## config.mk

```make
export PLATFORM = sky130hd
export DESIGN_NAME = relay_cmd_xlate
export DESIGN_NICKNAME = d
export VERILOG_FILES = /design/src/rtl/relay_xlate_pkg.sv /design/src/rtl/relay_base_regs.sv /design/src/rtl/relay_local_resp.sv /design/src/rtl/relay_bus_seq.sv /design/src/rtl/relay_cmd_xlate.sv
export SDC_FILE = /design/constraint.sdc
export NUM_CORES = 1
export LEC_CHECK = 0
export BUFFER_PORTS_ARGS = -buffer_cell sky130_fd_sc_hd__clkbuf_2
export CAP_MARGIN = 20
export CORE_MARGIN = 2
export CORE_UTILIZATION = 50
export CTS_CLUSTER_DIAMETER = 50
export CTS_CLUSTER_SIZE = 8
export DETAILED_ROUTE_END_ITERATION = 6
export HOLD_SLACK_MARGIN = 0.06
export PLACE_DENSITY = 0.73
export SLEW_MARGIN = 20
export SYNTH_ARGS = -nofsm -noshare
export SYNTH_HDL_FRONTEND = slang
export SYNTH_HIERARCHICAL = 1
export SYNTH_SLANG_ARGS = --single-unit
```

## constraint.sdc

```tcl
create_clock -name clk -period 2.5 [get_ports clk]
set_clock_uncertainty 0.2 [all_clocks]
set_input_delay 0.25 -clock clk [delete_from_list [all_inputs] [get_ports clk]]
set_output_delay 0.25 -clock clk [all_outputs]
set_load 0.01 [all_outputs]
```

## src/rtl/relay_xlate_pkg.sv

```systemverilog
package relay_xlate_pkg;
  localparam logic [1:0] OP_WRITE  = 2'd0;
  localparam logic [1:0] OP_READ   = 2'd1;
  localparam logic [1:0] OP_STREAM = 2'd2;

  localparam logic [5:0] RG_ADR3  = 6'd42;
  localparam logic [5:0] RG_ADR2  = 6'd43;
  localparam logic [5:0] RG_ADR1  = 6'd44;
  localparam logic [5:0] RG_ADR0  = 6'd45;
  localparam logic [5:0] RG_MODE  = 6'd46;
  localparam logic [5:0] RG_STRB  = 6'd47;
  localparam logic [5:0] RG_DEVEN = 6'd50;
  localparam logic [5:0] RG_DODD  = 6'd51;

  localparam logic [7:0] MODE_WR   = 8'hA7;
  localparam logic [7:0] MODE_RD   = 8'hE7;
  localparam logic [7:0] STRB_EVEN = 8'h06;
  localparam logic [7:0] STRB_ODD  = 8'h05;

  localparam logic [7:0] LA_ID     = 8'd0;
  localparam logic [7:0] LA_HWVER  = 8'd18;
  localparam logic [7:0] LA_FWVER  = 8'd19;
  localparam logic [7:0] LA_PORTAL = 8'd63;

  typedef struct packed {
    logic [7:0] data;
    logic       err;
    logic       tmo;
  } beat_t;
endpackage

```

## src/rtl/relay_base_regs.sv

```systemverilog
module relay_base_regs
  import relay_xlate_pkg::*;
#(
  parameter int NBYTES = 4
) (
  input  logic                   clk,
  input  logic                   rst_n,
  input  logic                   fire_i,
  input  logic                   is_write_i,
  input  logic [7:0]             addr_i,
  input  logic [7:0]             wdata_i,
  input  logic                   load_lo_i,
  input  logic [7:0]             lo_i,
  output logic [NBYTES-1:0][7:0] base_o,
  output logic                   swallow_o,
  output logic                   zero_o
);
  localparam logic [7:0] FIRST = {2'b00, RG_ADR3};

  assign swallow_o = is_write_i && (addr_i >= FIRST) && (addr_i < FIRST + 8'(NBYTES));

  for (genvar i = 0; i < NBYTES; i++) begin : g_byte
    localparam logic [7:0] MYADR = FIRST + 8'(NBYTES - 1 - i);
    always_ff @(posedge clk) begin
      if (!rst_n)                                 base_o[i] <= '0;
      else if (fire_i && swallow_o && addr_i == MYADR) base_o[i] <= wdata_i;
      else if (i == 0 && load_lo_i)              base_o[i] <= lo_i;
    end
  end

  always_comb begin
    zero_o = 1'b1;
    for (int i = 1; i < NBYTES; i++)
      if (base_o[i] != 8'h00) zero_o = 1'b0;
  end

  assert_upper_hold_R2: assert property (@(posedge clk) disable iff (!rst_n)
    !(fire_i && swallow_o) |=> $stable(base_o[NBYTES-1:1]));
endmodule

```

## src/rtl/relay_local_resp.sv

```systemverilog
module relay_local_resp
  import relay_xlate_pkg::*;
#(
  parameter logic [7:0] ID_CODE = 8'd87,
  parameter logic [2:0] HW_VER  = 3'd5,
  parameter logic [7:0] FW_VER  = 8'd4
) (
  input  logic       clk,
  input  logic       rst_n,
  input  logic [7:0] addr_i,
  input  logic       zero_i,
  input  logic       clear_i,
  input  logic       take_i,
  output logic       hit_o,
  output logic [7:0] data_o
);
  logic [7:0] ramp_q;
  logic       portal;

  assign portal = zero_i && addr_i == LA_PORTAL;

  always_comb begin
    hit_o  = zero_i;
    data_o = 8'h00;
    unique case (addr_i)
      LA_ID:     data_o = ID_CODE;
      LA_HWVER:  data_o = {5'd0, HW_VER};
      LA_FWVER:  data_o = FW_VER;
      LA_PORTAL: data_o = ramp_q;
      default:   hit_o  = 1'b0;
    endcase
  end

  always_ff @(posedge clk) begin
    if (!rst_n || clear_i)     ramp_q <= '0;
    else if (take_i && portal) ramp_q <= ramp_q + 8'd1;
  end

  assert_ramp_step_R8: assert property (@(posedge clk) disable iff (!rst_n)
    (take_i && portal && !clear_i) |=> ramp_q == $past(ramp_q) + 8'd1);
endmodule

```

## src/rtl/relay_bus_seq.sv

```systemverilog
module relay_bus_seq
  import relay_xlate_pkg::*;
#(
  parameter int TIMEOUT_CYC = 1024,
  localparam int TW = $clog2(TIMEOUT_CYC + 1)
) (
  input  logic            clk,
  input  logic            rst_n,
  input  logic            start_i,
  input  logic            is_read_i,
  input  logic            odd_i,
  input  logic [7:0]      wdata_i,
  input  logic [3:0][7:0] base_i,
  output logic            reg_wr_o,
  output logic            reg_rd_o,
  output logic [5:0]      reg_addr_o,
  output logic [7:0]      reg_wdata_o,
  input  logic [7:0]      reg_rdata_i,
  output logic            done_o,
  output logic [7:0]      rdata_o,
  output logic            berr_o,
  output logic            tmo_o
);
  typedef enum logic [3:0] {
    S_IDLE, S_A3, S_A2, S_A1, S_A0, S_DAT, S_MODE, S_STRB, S_POLL, S_RDAT, S_CLR, S_DONE
  } step_e;

  step_e          step_q;
  logic           rd_q, odd_q;
  logic [7:0]     wd_q;
  logic [TW-1:0]  cnt_q;

  always_comb begin
    reg_wr_o    = 1'b0;
    reg_rd_o    = 1'b0;
    reg_addr_o  = '0;
    reg_wdata_o = '0;
    unique case (step_q)
      S_A3:   begin reg_wr_o = 1'b1; reg_addr_o = RG_ADR3; reg_wdata_o = base_i[3]; end
      S_A2:   begin reg_wr_o = 1'b1; reg_addr_o = RG_ADR2; reg_wdata_o = base_i[2]; end
      S_A1:   begin reg_wr_o = 1'b1; reg_addr_o = RG_ADR1; reg_wdata_o = base_i[1]; end
      S_A0:   begin reg_wr_o = 1'b1; reg_addr_o = RG_ADR0; reg_wdata_o = base_i[0]; end
      S_DAT:  begin reg_wr_o = 1'b1; reg_addr_o = odd_q ? RG_DODD : RG_DEVEN; reg_wdata_o = wd_q; end
      S_MODE: begin reg_wr_o = 1'b1; reg_addr_o = RG_MODE; reg_wdata_o = rd_q ? MODE_RD : MODE_WR; end
      S_STRB: begin reg_wr_o = 1'b1; reg_addr_o = RG_STRB; reg_wdata_o = odd_q ? STRB_ODD : STRB_EVEN; end
      S_POLL: begin reg_rd_o = 1'b1; reg_addr_o = RG_STRB; end
      S_RDAT: begin reg_rd_o = 1'b1; reg_addr_o = odd_q ? RG_DODD : RG_DEVEN; end
      S_CLR:  begin reg_wr_o = 1'b1; reg_addr_o = RG_STRB; reg_wdata_o = 8'h00; end
      default: ;
    endcase
  end

  assign done_o = (step_q == S_DONE);

  always_ff @(posedge clk) begin
    if (!rst_n) begin
      step_q  <= S_IDLE;
      rd_q    <= 1'b0;
      odd_q   <= 1'b0;
      wd_q    <= '0;
      cnt_q   <= '0;
      rdata_o <= '0;
      berr_o  <= 1'b0;
      tmo_o   <= 1'b0;
    end else begin
      unique case (step_q)
        S_IDLE: if (start_i) begin
          step_q  <= S_A3;
          rd_q    <= is_read_i;
          odd_q   <= odd_i;
          wd_q    <= wdata_i;
          rdata_o <= '0;
          berr_o  <= 1'b0;
          tmo_o   <= 1'b0;
        end
        S_A3:   step_q <= S_A2;
        S_A2:   step_q <= S_A1;
        S_A1:   step_q <= S_A0;
        S_A0:   step_q <= rd_q ? S_MODE : S_DAT;
        S_DAT:  step_q <= S_MODE;
        S_MODE: step_q <= S_STRB;
        S_STRB: begin step_q <= S_POLL; cnt_q <= '0; end
        S_POLL: begin
          if (reg_rdata_i != 8'h00) begin
            berr_o <= reg_rdata_i[0];
            step_q <= (rd_q && !reg_rdata_i[0]) ? S_RDAT : S_CLR;
          end else if (cnt_q == TW'(TIMEOUT_CYC - 1)) begin
            tmo_o  <= 1'b1;
            step_q <= S_CLR;
          end else begin
            cnt_q <= cnt_q + 1'b1;
          end
        end
        S_RDAT: begin rdata_o <= reg_rdata_i; step_q <= S_CLR; end
        S_CLR:  step_q <= S_DONE;
        default: step_q <= S_IDLE;
      endcase
    end
  end

  assert_port_excl_R2: assert property (@(posedge clk) disable iff (!rst_n)
    !(reg_wr_o && reg_rd_o));
  assert_strobe_code_R3: assert property (@(posedge clk) disable iff (!rst_n)
    (reg_wr_o && reg_addr_o == RG_STRB) |->
      (reg_wdata_o == 8'h00 || reg_wdata_o == STRB_EVEN || reg_wdata_o == STRB_ODD));
  assert_mode_code_R4: assert property (@(posedge clk) disable iff (!rst_n)
    (reg_wr_o && reg_addr_o == RG_MODE) |-> (reg_wdata_o == MODE_WR || reg_wdata_o == MODE_RD));
  assert_poll_bound_R6: assert property (@(posedge clk) disable iff (!rst_n)
    reg_rd_o && reg_addr_o == RG_STRB |-> cnt_q < TW'(TIMEOUT_CYC));
  assert_end_flags_R5: assert property (@(posedge clk) disable iff (!rst_n)
    done_o |-> !(berr_o && tmo_o));
endmodule

```

## src/rtl/relay_cmd_xlate.sv

```systemverilog
module relay_cmd_xlate
  import relay_xlate_pkg::*;
#(
  parameter int         LEN_W       = 10,
  parameter int         TIMEOUT_CYC = 1024,
  parameter logic [7:0] ID_CODE     = 8'd87,
  parameter logic [2:0] HW_VER      = 3'd5,
  parameter logic [7:0] FW_VER      = 8'd4
) (
  input  logic             clk,
  input  logic             rst_n,
  input  logic             cmd_valid,
  output logic             cmd_ready,
  input  logic [1:0]       cmd_op,
  input  logic [7:0]       cmd_addr,
  input  logic [7:0]       cmd_data,
  input  logic [LEN_W-1:0] cmd_len,
  output logic             rsp_valid,
  input  logic             rsp_ready,
  output logic [7:0]       rsp_data,
  output logic             rsp_err,
  output logic             rsp_tmo,
  output logic             rsp_last,
  output logic             reg_wr,
  output logic             reg_rd,
  output logic [5:0]       reg_addr,
  output logic [7:0]       reg_wdata,
  input  logic [7:0]       reg_rdata
);
  typedef enum logic [1:0] {T_IDLE, T_BEAT, T_BUS, T_RSP} top_e;

  top_e             st_q;
  logic             rd_q;
  logic [7:0]       addr_q, data_q;
  logic [LEN_W-1:0] left_q;
  beat_t            beat_q;
  logic             last_q;

  logic             fire, swallow, base_zero, loc_hit, seq_done, start;
  logic [3:0][7:0]  base;
  logic [7:0]       loc_data, seq_rdata;
  logic             seq_berr, seq_tmo, beat_local;

  assign cmd_ready  = (st_q == T_IDLE);
  assign rsp_valid  = (st_q == T_RSP);
  assign fire       = cmd_valid && cmd_ready;
  assign beat_local = (st_q == T_BEAT) && rd_q && loc_hit;
  assign start      = (st_q == T_BEAT) && !(rd_q && loc_hit);
  assign rsp_data   = beat_q.data;
  assign rsp_err    = beat_q.err;
  assign rsp_tmo    = beat_q.tmo;
  assign rsp_last   = last_q;

  relay_base_regs #(.NBYTES(4)) u_base (
    .clk(clk), .rst_n(rst_n), .fire_i(fire), .is_write_i(cmd_op == OP_WRITE),
    .addr_i(cmd_addr), .wdata_i(cmd_data), .load_lo_i(start), .lo_i(addr_q),
    .base_o(base), .swallow_o(swallow), .zero_o(base_zero)
  );

  relay_local_resp #(.ID_CODE(ID_CODE), .HW_VER(HW_VER), .FW_VER(FW_VER)) u_local (
    .clk(clk), .rst_n(rst_n), .addr_i(addr_q), .zero_i(base_zero),
    .clear_i(fire), .take_i(beat_local), .hit_o(loc_hit), .data_o(loc_data)
  );

  relay_bus_seq #(.TIMEOUT_CYC(TIMEOUT_CYC)) u_seq (
    .clk(clk), .rst_n(rst_n), .start_i(start), .is_read_i(rd_q), .odd_i(addr_q[0]),
    .wdata_i(data_q), .base_i(base), .reg_wr_o(reg_wr), .reg_rd_o(reg_rd),
    .reg_addr_o(reg_addr), .reg_wdata_o(reg_wdata), .reg_rdata_i(reg_rdata),
    .done_o(seq_done), .rdata_o(seq_rdata), .berr_o(seq_berr), .tmo_o(seq_tmo)
  );

  always_ff @(posedge clk) begin
    if (!rst_n) begin
      st_q   <= T_IDLE;
      rd_q   <= 1'b0;
      addr_q <= '0;
      data_q <= '0;
      left_q <= '0;
      beat_q <= '0;
      last_q <= 1'b0;
    end else begin
      unique case (st_q)
        T_IDLE: if (fire) begin
          if (swallow) begin
            beat_q <= '0;
            last_q <= 1'b1;
            st_q   <= T_RSP;
          end else begin
            rd_q   <= (cmd_op != OP_WRITE);
            addr_q <= cmd_addr;
            data_q <= cmd_data;
            left_q <= (cmd_op == OP_STREAM) ? cmd_len : '0;
            st_q   <= T_BEAT;
          end
        end
        T_BEAT: begin
          last_q <= (left_q == '0);
          if (beat_local) begin
            beat_q <= '{data: loc_data, err: 1'b0, tmo: 1'b0};
            st_q   <= T_RSP;
          end else begin
            st_q <= T_BUS;
          end
        end
        T_BUS: if (seq_done) begin
          beat_q <= '{data: seq_rdata, err: seq_berr, tmo: seq_tmo};
          st_q   <= T_RSP;
        end
        T_RSP: if (rsp_ready) begin
          if (left_q == '0) st_q <= T_IDLE;
          else begin
            left_q <= left_q - 1'b1;
            st_q   <= T_BEAT;
          end
        end
        default: st_q <= T_IDLE;
      endcase
    end
  end

  assert_intercept_quiet_R1: assert property (@(posedge clk) disable iff (!rst_n)
    (fire && swallow) |=> (!reg_wr && !reg_rd && rsp_valid));
  assert_ready_excl_R10: assert property (@(posedge clk) disable iff (!rst_n)
    !(cmd_ready && rsp_valid));
  assert_rsp_hold_R10: assert property (@(posedge clk) disable iff (!rst_n)
    (rsp_valid && !rsp_ready) |=> (rsp_valid && $stable(rsp_data) && $stable(rsp_err)
                                   && $stable(rsp_tmo) && $stable(rsp_last)));
  assert_local_quiet_R7: assert property (@(posedge clk) disable iff (!rst_n)
    beat_local |=> (!reg_wr && !reg_rd));
endmodule

```

==> insert_results.sql, run 1 <==
INSERT INTO impl_metrics (metric_group, metric, value, unit) VALUES
('worst_setup_path', 'kind_of_critical_path', 'flop to flop', ''),
('drt', 'remaining_drc_errors', '0', ''),
('die', 'floorplan.die.height', '114.7', 'µm'),
('layout', 'num-fill-cells', '1009', ''),
('worst_setup_path', 'highest_net_fanout_along_the_worst_path', '3', ''),
('power', 'power_density', '858.8', 'nW/µm²'),
('layout', 'num_antenna_cells', '0', ''),
('yosys', 'syn-instance-count', '733', ''),
('clock_network', 'numCtsBuffers', '17', ''),
('grt', 'global_route.usage.total', '27.14', '%'),
('timing', 'final_total_negative_setup_slack', '0', 'ns'),
('die', 'floorplan.io_pins', '69', ''),
('worst_setup_path', 'cp_data_arrival_time', '2.56', 'ns'),
('timing', 'finalHoldWorstSlack', '0.08023', 'ns'),
('yosys', 'yosys.cell_count.top_type', 'sky130_fd_sc_hd__nand2_1', ''),
('worst_setup_path', 'setup.worst_path.end_class', 'flop', ''),
('yosys', 'ys_seq_elements', '115', ''),
('outcome', 'outcome', 'finished clean', ''),
('place', 'placement.setup.worst_slack', '-0.05491', 'ns'),
('worst_setup_path', 'cp_launch_type', 'flop', ''),
('yosys', 'synth_area_leaders', 'sky130_fd_sc_hd__dfxtp_1 (38%), sky130_fd_sc_hd__nand2_1 (8.3%), sky130_fd_sc_hd__mux2i_1 (6.4%)', ''),
('yosys', 'post-synth-top-area-cell', 'sky130_fd_sc_hd__dfxtp_1', ''),
('yosys', 'syn-num-nets', '782', ''),
('drt', 'postRouteAntennaNets', '0', ''),
('worst_setup_path', 'cp_slowest_cell', 'sky130_fd_sc_hd__dfxtp_2', ''),
('grt', 'largest_net_degree_at_the_start_of_global_routing', '41', ''),
('drt', 'route.final.wire_length', '17960', 'µm'),
('timing', 'report.final.setup_viol', '0', ''),
('timing', 'timing_hold_violations_final', '0', ''),
('drt', 'post_drt_via_cell_ratio', '6.074', ''),
('layout', 'final_layout_net_count', '895', ''),
('yosys', 'area_of_the_mapped_netlist', '6128', 'µm²'),
('clock_network', 'clk_transition_reported_paths', '0.05', 'ns'),
('timing', 'period_needed', '2.457', 'ns'),
('drt', 'drt_pass_1_iters', '5', ''),
('die', 'floorplan.initialDensity', '51.02', '%'),
('yosys', 'synth_cell_type_count', '76', ''),
('yosys', 'async_reset_ff_share', '0', '%'),
('place', 'place_inst', '941', ''),
('yosys', 'synth_warnings', '6', ''),
('drt', 'vias', '6104', ''),
('die', 'num_rows', '40', ''),
('worst_setup_path', 'cells_traversed_along_the_worst_timing_path', 'nor4_2 -> nand4_1 -> nor2_4 -> o21a_1 -> and3_4 -> nand4_1 -> buf_4 -> nor2_2 -> a211oi_1 -> a31o_1', ''),
('worst_setup_path', 'slowest_delay', '0.33', 'ns'),
('timing', 'max_freq', '407.1', 'MHz'),
('min_path', 'min-delay-path-class', 'input pin to flop', ''),
('die', 'area_of_the_placeable_core', '12010', 'µm²'),
('layout', 'synthToLayoutAreaGrowth', '27.30', '%'),
('timing', 'slew_headroom', '60.69', '%'),
('yosys', 'synth-edff-count', '0', ''),
('clock_network', 'clock_latency', '0.41', 'ns'),
('clock_network', 'cts-root-buf', 'sky130_fd_sc_hd__clkbuf_16', ''),
('yosys', 'synth_area_per_cell', '8.361', 'µm²'),
('yosys', 'top_cell_types_by_occurrence_after_synthesis', 'sky130_fd_sc_hd__nand2_1 (136), sky130_fd_sc_hd__dfxtp_1 (115), sky130_fd_sc_hd__a21oi_1 (66)', ''),
('place', 'globalplace.congestion', '0.9025', ''),
('power', 'max-vdd-ir-drop', '0.5820', 'mV'),
('timing', 'worstMarginPinSlew', '0.5843', 'ns'),
('drt', 'wirelength_per_cell', '17.87', 'µm'),
('layout', 'instances_no_fill', '1005', ''),
('clock_network', 'cts.htree.levels', '4', ''),
('grt', 'antenna_violations_before_repair', '0', ''),
('clock_network', 'cts_buffer_depth', '2', ''),
('worst_setup_path', 'cp.required', '2.60', 'ns'),
('layout', 'layout-drive-gt1-share', '22.73', '%'),
('job', 'cap_violations', '0', ''),
('power', 'leakage', '3.240', 'nW'),
('place', 'hpwlAfterDp', '12390', 'µm'),
('grt', 'overflow', '0', ''),
('yosys', 'synth-main-ff-cell', 'sky130_fd_sc_hd__dfxtp_1', ''),
('timing', 'final_critical_path_setup_slack', '0.04340', 'ns'),
('drt', 'drt_iter0_drc', '539', '');
-- repair_timing --
item                       4_1_cts  5_1_grt
hold endpoints to repair        60        0
buffers inserted                 0        2
cloned                           0        0
setup endpoints to repair       16       47
pin swaps                        0        8
hold buffers                    31        0
gates resized for setup          4       28
-- cells in the final DEF, fill, tap and decap left out, drive strengths merged, types with 30 or more instances in the layout --
cell	Yosys	final
nand2	137	137
a21oi	66	66
clkbuf	31	88
mux2i	39	39
buf	12	38
nand3	30	30
dlygate4sd3	0	31
nor2	39	39
dfxtp	115	115
-- path summary, 6_finish.rpt --
path                                        from                              to  depth (start not counted)
setup / recovery  u_base/base_o[29]$_SDFFE_PN0P_  u_local/ramp_q[7]$_SDFFE_PP0P_                         10
hold / removal                        cmd_len[3]          left_q[3]$_SDFFE_PN0P_                          4
setup reg to reg  u_base/base_o[29]$_SDFFE_PN0P_  u_local/ramp_q[7]$_SDFFE_PP0P_                         10
hold reg to reg             rsp_tmo$_SDFFE_PN0P_            rsp_tmo$_SDFFE_PN0P_                          2
-- critical path: cells and delay by family, from the launching register on --
kind,cells,cell delay (ns)
compound gates,3,0.46
buf+inv,1,0.20
flops,1,0.33
simple gates,6,1.15
-- power breakdown --
group | internal (mW) | total, mW | switching [mW]
sequential | 1.99 | 2.17 | 0.177
clock | 1.60 | 2.44 | 0.839
combinational | 0.839 | 2.09 | 1.25
total | 4.43 | 6.70 | 2.27
-- state kept, by name (all words and copies together) (netlist names), 2 cells and up --
| register | cells |
|---|---|
| addr_q | 8 |
| st_q | 2 |
| u_base/base_o | 32 |
| u_local/ramp_q | 8 |
| left_q | 10 |
| u_seq/step_q | 4 |
| rsp_data | 8 |
| data_q | 8 |
| u_seq/wd_q | 8 |
| u_seq/cnt_q | 11 |
| u_seq/rdata_o | 8 |
-- layer usage --
layer  track usage, %  up-vias  routed length [µm]
met1            32.90     2896                7537
met4            9.398        0                 372
met2            47.65      260                9012
met3            5.929       44                1032
li1                 -     2904                   -
met5                0        -                   0
-- cell families after synthesis --
group	count (synthesis)	synth area share, %
simple gates	313	27.71
compound gates	179	19.66
flops	115	37.57
buf+inv	61	4.063
mux	48	8.024
fa+ha+maj	9	1.838
xor+xnor	8	1.143
-- area by class of cell --
cell class / instances / area (µm²) / share of cell area [%]
well taps: 147 / 183.9 / 2.358
inverters: 18 / 67.56 / 0.8661
multi-input cells: 557 / 3679 / 47.15
clock inverters: 11 / 135.1 / 1.732
flip-flops and latches: 115 / 2307 / 29.57
clock buffers: 20 / 456.7 / 5.854
repair buffers: 137 / 972.2 / 12.46
-- metrics by stage --
step	utilization, %	power (mW)	instance area (µm²)
6_report	64.95	6.700	7801
5_1_grt	64.95	7.025	7801
4_1_cts	63.94	6.639	7680
3_5_place_dp	56.33	4.137	6766
3_3_place_gp	56.33	4.084	6766
2_1_floorplan	-	3.510	6128
Note: power is estimated with default switching activity, not from simulation.
==> run 2, diff against run 1 <==
--- a/config.mk
+++ b/config.mk
@@ -17,5 +17,4 @@
 export SLEW_MARGIN = 20
 export SYNTH_ARGS = -nofsm -noshare
 export SYNTH_HDL_FRONTEND = slang
-export SYNTH_HIERARCHICAL = 1
 export SYNTH_SLANG_ARGS = --single-unit
==> insert_results.sql, run 2 <==
INSERT INTO impl_metrics (metric_group, metric, value, unit) VALUES
('min_path', 'hold-path-cell-count', '4', ''),
('worst_setup_path', 'crit-reg2reg-capture', 'left_q[7]$_SDFFE_PN0P_', ''),
('yosys', 'syn-instance-count', '705', ''),
('drt', 'drt_pass_1_iters', '6', ''),
('clock_network', 'cts_tree', 'done', ''),
('grt', 'overflow', '0', ''),
('clock_network', 'clk_transition_reported_paths', '0.06', 'ns'),
('die', 'floorplan.initialDensity', '51.14', '%'),
('timing', 'slew_viol_final', '0', ''),
('clock_network', 'clock_latency', '0.43', 'ns'),
('drt', 'postRouteAntennaNets', '0', ''),
('drt', 'drt_iter0_drc', '483', ''),
('job', 'cap_violations', '0', ''),
('yosys', 'ys_seq_elements', '115', ''),
('die', 'die_w', '112.1', 'µm'),
('die', 'area_of_the_placeable_core', '11420', 'µm²'),
('worst_setup_path', 'slowest_delay', '0.43', 'ns'),
('timing', 'timing_hold_violations_final', '0', ''),
('place', 'globalplace.congestion', '0.9558', ''),
('yosys', 'syn-num-nets', '753', ''),
('min_path', 'min-delay-path-class', 'input pin to flop', ''),
('grt', 'grt_first_pass_wirelength', '27070', 'µm'),
('die', 'dieArea', '12560', 'µm²'),
('layout', 'layout-drive-gt1-share', '19.86', '%'),
('timing', 'worstMarginPinSlew', '0.7004', 'ns'),
('layout', 'final_layout_net_count', '876', ''),
('power', 'leakage', '3.012', 'nW'),
('worst_setup_path', 'rrSetupSlack', '0.14', 'ns'),
('yosys', 'top_cell_types_by_occurrence_after_synthesis', 'sky130_fd_sc_hd__dfxtp_1 (115), sky130_fd_sc_hd__nand2_1 (96), sky130_fd_sc_hd__nor2_1 (86)', ''),
('place', 'port_buffers', '68', ''),
('clock_network', 'clock_sink_count', '115', ''),
('worst_setup_path', 'cp_data_arrival_time', '1.97', 'ns'),
('yosys', 'area_of_the_mapped_netlist', '5839', 'µm²'),
('layout', 'synthToLayoutAreaGrowth', '28.61', '%'),
('min_path', 'hold-path-endpoint', 'left_q[5]$_SDFFE_PN0P_', ''),
('worst_setup_path', 'setup.worst_path.end_class', 'output port', ''),
('worst_setup_path', 'cp_launch_type', 'flop', ''),
('timing', 'max_freq', '414.0', 'MHz'),
('worst_setup_path', 'r2r-start', 'left_q[5]$_SDFFE_PN0P_', ''),
('layout', 'final_cell_mix', 'sky130_fd_sc_hd__dfxtp_1 (113), sky130_fd_sc_hd__nand2_1 (96), sky130_fd_sc_hd__nor2_1 (85)', ''),
('layout', 'num_antenna_cells', '0', ''),
('grt', 'largest_net_degree_at_the_start_of_global_routing', '56', ''),
('timing', 'slew_headroom', '52.65', '%'),
('grt', 'global_route.usage.total', '26.63', '%'),
('clock_network', 'numCtsBuffers', '17', ''),
('yosys', 'synth_area_leaders', 'sky130_fd_sc_hd__dfxtp_1 (39%), sky130_fd_sc_hd__mux2i_1 (10%), sky130_fd_sc_hd__nand2_1 (6.2%)', ''),
('power', 'max-vdd-ir-drop', '0.5707', 'mV'),
('worst_setup_path', 'cp.required', '2.05', 'ns'),
('yosys', 'synth-main-ff-cell', 'sky130_fd_sc_hd__dfxtp_1', ''),
('yosys', 'synth_warnings', '0', ''),
('place', 'placement.setup.worst_slack', '0.003706', 'ns'),
('yosys', 'post-synth-top-area-cell', 'sky130_fd_sc_hd__dfxtp_1', ''),
('die', 'num_rows', '39', ''),
('yosys', 'netlist.area_leader.share', '39.43', '%'),
('timing', 'timing.final.crit_share', '96.61', '%'),
('worst_setup_path', 'cp_slowest_cell', 'sky130_fd_sc_hd__dfxtp_1', ''),
('drt', 'wirelength_per_cell', '16.90', 'µm'),
('drt', 'vias', '5838', ''),
('power', 'power_density', '890.5', 'nW/µm²'),
('yosys', 'synth_area_per_cell', '8.283', 'µm²'),
('die', 'floorplan.die.height', '112.1', 'µm'),
('timing', 'final_critical_path_setup_slack', '0.08466', 'ns'),
('layout', 'num-fill-cells', '975', ''),
('drt', 'post_drt_via_cell_ratio', '5.933', ''),
('clock_network', 'cts.htree.levels', '4', ''),
('yosys', 'synth-seq-area-share', '39.43', '%'),
('worst_setup_path', 'cells_traversed_along_the_worst_timing_path', 'buf_12 -> inv_1 -> nor2_2 -> a21oi_1 -> a211oi_1 -> clkbuf_2', ''),
('grt', 'vias_in_the_first_global_route', '5560', ''),
('timing', 'report.final.setup_viol', '0', ''),
('yosys', 'synth_cell_type_count', '63', ''),
('layout', 'top_regs', 'u_base.base_o: 32 flops, u_seq.cnt_q: 11 flops, left_q: 10 flops', ''),
('outcome', 'outcome', 'finished clean', ''),
('worst_setup_path', 'highest_net_fanout_along_the_worst_path', '28', ''),
('timing', 'period_needed', '2.415', 'ns'),
('grt', 'antenna_violations_before_repair', '0', ''),
('drt', 'route.final.wire_length', '16630', 'µm'),
('yosys', 'yosys.cell_count.top_type', 'sky130_fd_sc_hd__dfxtp_1', ''),
('place', 'hpwlAfterDp', '11690', 'µm'),
('worst_setup_path', 'kind_of_critical_path', 'flop to output port', ''),
('min_path', 'worst_hold_startpoint', 'rsp_ready', ''),
('clock_network', 'cts_buffer_depth', '2', ''),
('layout', 'largest_register_ffs', '32', ''),
('layout', 'layout_commonest_cell', 'sky130_fd_sc_hd__dfxtp_1', ''),
('yosys', 'synth-edff-count', '0', ''),
('clock_network', 'cts-root-buf', 'sky130_fd_sc_hd__clkbuf_16', ''),
('drt', 'remaining_drc_errors', '0', ''),
('place', 'place_inst', '916', ''),
('layout', 'instances_no_fill', '984', ''),
('die', 'floorplan.io_pins', '69', ''),
('worst_setup_path', 'reg2regPathDepth', '5', ''),
('layout', 'largest_register', 'u_base.base_o', ''),
('yosys', 'async_reset_ff_share', '0', '%'),
('clock_network', 'cts_setup_buffers', '0', '');
## run 2: changes by cell type in the layout (fill, tap and decap cells not counted), moves of 6 or more
cell and change:
sky130_fd_sc_hd__dlygate4sd3_1 +6, sky130_fd_sc_hd__a21o_1 -6, sky130_fd_sc_hd__mux2i_1 +21, sky130_fd_sc_hd__a22o_1 -7, sky130_fd_sc_hd__nor3_1 -8, sky130_fd_sc_hd__nor4_2 -10, sky130_fd_sc_hd__a221oi_1 +6, sky130_fd_sc_hd__o21ai_0 +16
sky130_fd_sc_hd__nor2_1 +49, sky130_fd_sc_hd__mux2_2 -8, sky130_fd_sc_hd__nor4_1 +8, sky130_fd_sc_hd__nand2_1 -40, sky130_fd_sc_hd__a21oi_1 -38
## run 2: layer usage
metal | routed length, µm | track usage, % | share of wire, %
met3 | 1006 | 6.803 | 6.0
met1 | 7323 | 33.96 | 44
met2 | 8010 | 43.84 | 48
met5 | 0 | 0 | 0
met4 | 290 | 9.919 | 1.7
## run 2: worst max path at each step
stage / depth (start not counted) / start / endpoint
finish: 6 / u_seq.step_q[0]$_SDFFE_PN0P_ / reg_wdata[6]
global route: 6 / u_seq.step_q[0]$_SDFFE_PN0P_ / reg_wdata[6]
CTS: 5 / u_seq.step_q[2]$_SDFFE_PN0P_ / reg_wdata[6]
detailed placement: 5 / left_q[5]$_SDFFE_PN0P_ / left_q[7]$_SDFFE_PN0P_
global placement: 5 / left_q[5]$_SDFFE_PN0P_ / left_q[7]$_SDFFE_PN0P_
floorplan: 8 / st_q[0]$_SDFFE_PN0P_ / u_base.base_o[5]$_SDFFE_PN0P_
## run 2: layout make-up
type	instances	area [µm²]	area share, %
inverters	21	78.83	1.050
clock inverters	15	108.9	1.450
clock buffers	17	425.4	5.665
well taps	143	178.9	2.383
repair buffers	145	1052	14.01
multi-input cells	528	3358	44.72
flip-flops and latches	115	2307	30.72
## run 2: cell families (layout without fill, tap and decap cells)
family / count (synthesis) / count (layout) / synth area share [%]
and+or+nand+nor: 304 / 304 / 25.31
AOI/OAI and AO/OA: 145 / 145 / 17.29
DFF: 115 / 115 / 39.43
buffers and inverters: 62 / 198 / 4.285
muxes: 61 / 61 / 10.48
xor gates and xnor gates: 10 / 10 / 1.500
adders and majority gates: 8 / 8 / 1.714
## run 2: metrics by stage
stage / hold slack [ns] / power [mW] / utilization (%) / area (µm²) / TNS [ns]
after floorplan: 0.1762 / 3.628 / - / 5839 / 0
after global placement: 0.2139 / 4.306 / 57.03 / 6513 / 0
after detailed placement: 0.2276 / 4.376 / 57.03 / 6513 / 0
after CTS: 0.09404 / 6.629 / 65.09 / 7432 / 0
after global routing: 0.1118 / 7.028 / 65.77 / 7510 / -0.01583
final: 0.1075 / 6.688 / 65.77 / 7510 / 0
## run 2: power by group
group	switching, mW	internal, mW
logic	1.34	0.975
registers	0.175	2.01
clock network	0.914	1.27
total	2.43	4.26
## run 2: what timing repair did
| item | CTS | global route |
|---|---|---|
| hold endpoints to repair | 73 | 0 |
| cloned | 0 | 0 |
| hold buffers | 37 | 0 |
| pin swaps | 0 | 4 |
| gates resized for setup | 4 | 20 |
| setup endpoints to repair | 5 | 29 |
## run 2: critical path: cells and delay by family (launching register included)
family / cells / cell delay (ns)
buf+inv: 3 / 0.56
flops: 1 / 0.43
compound gates: 2 / 0.37
simple gates: 1 / 0.18
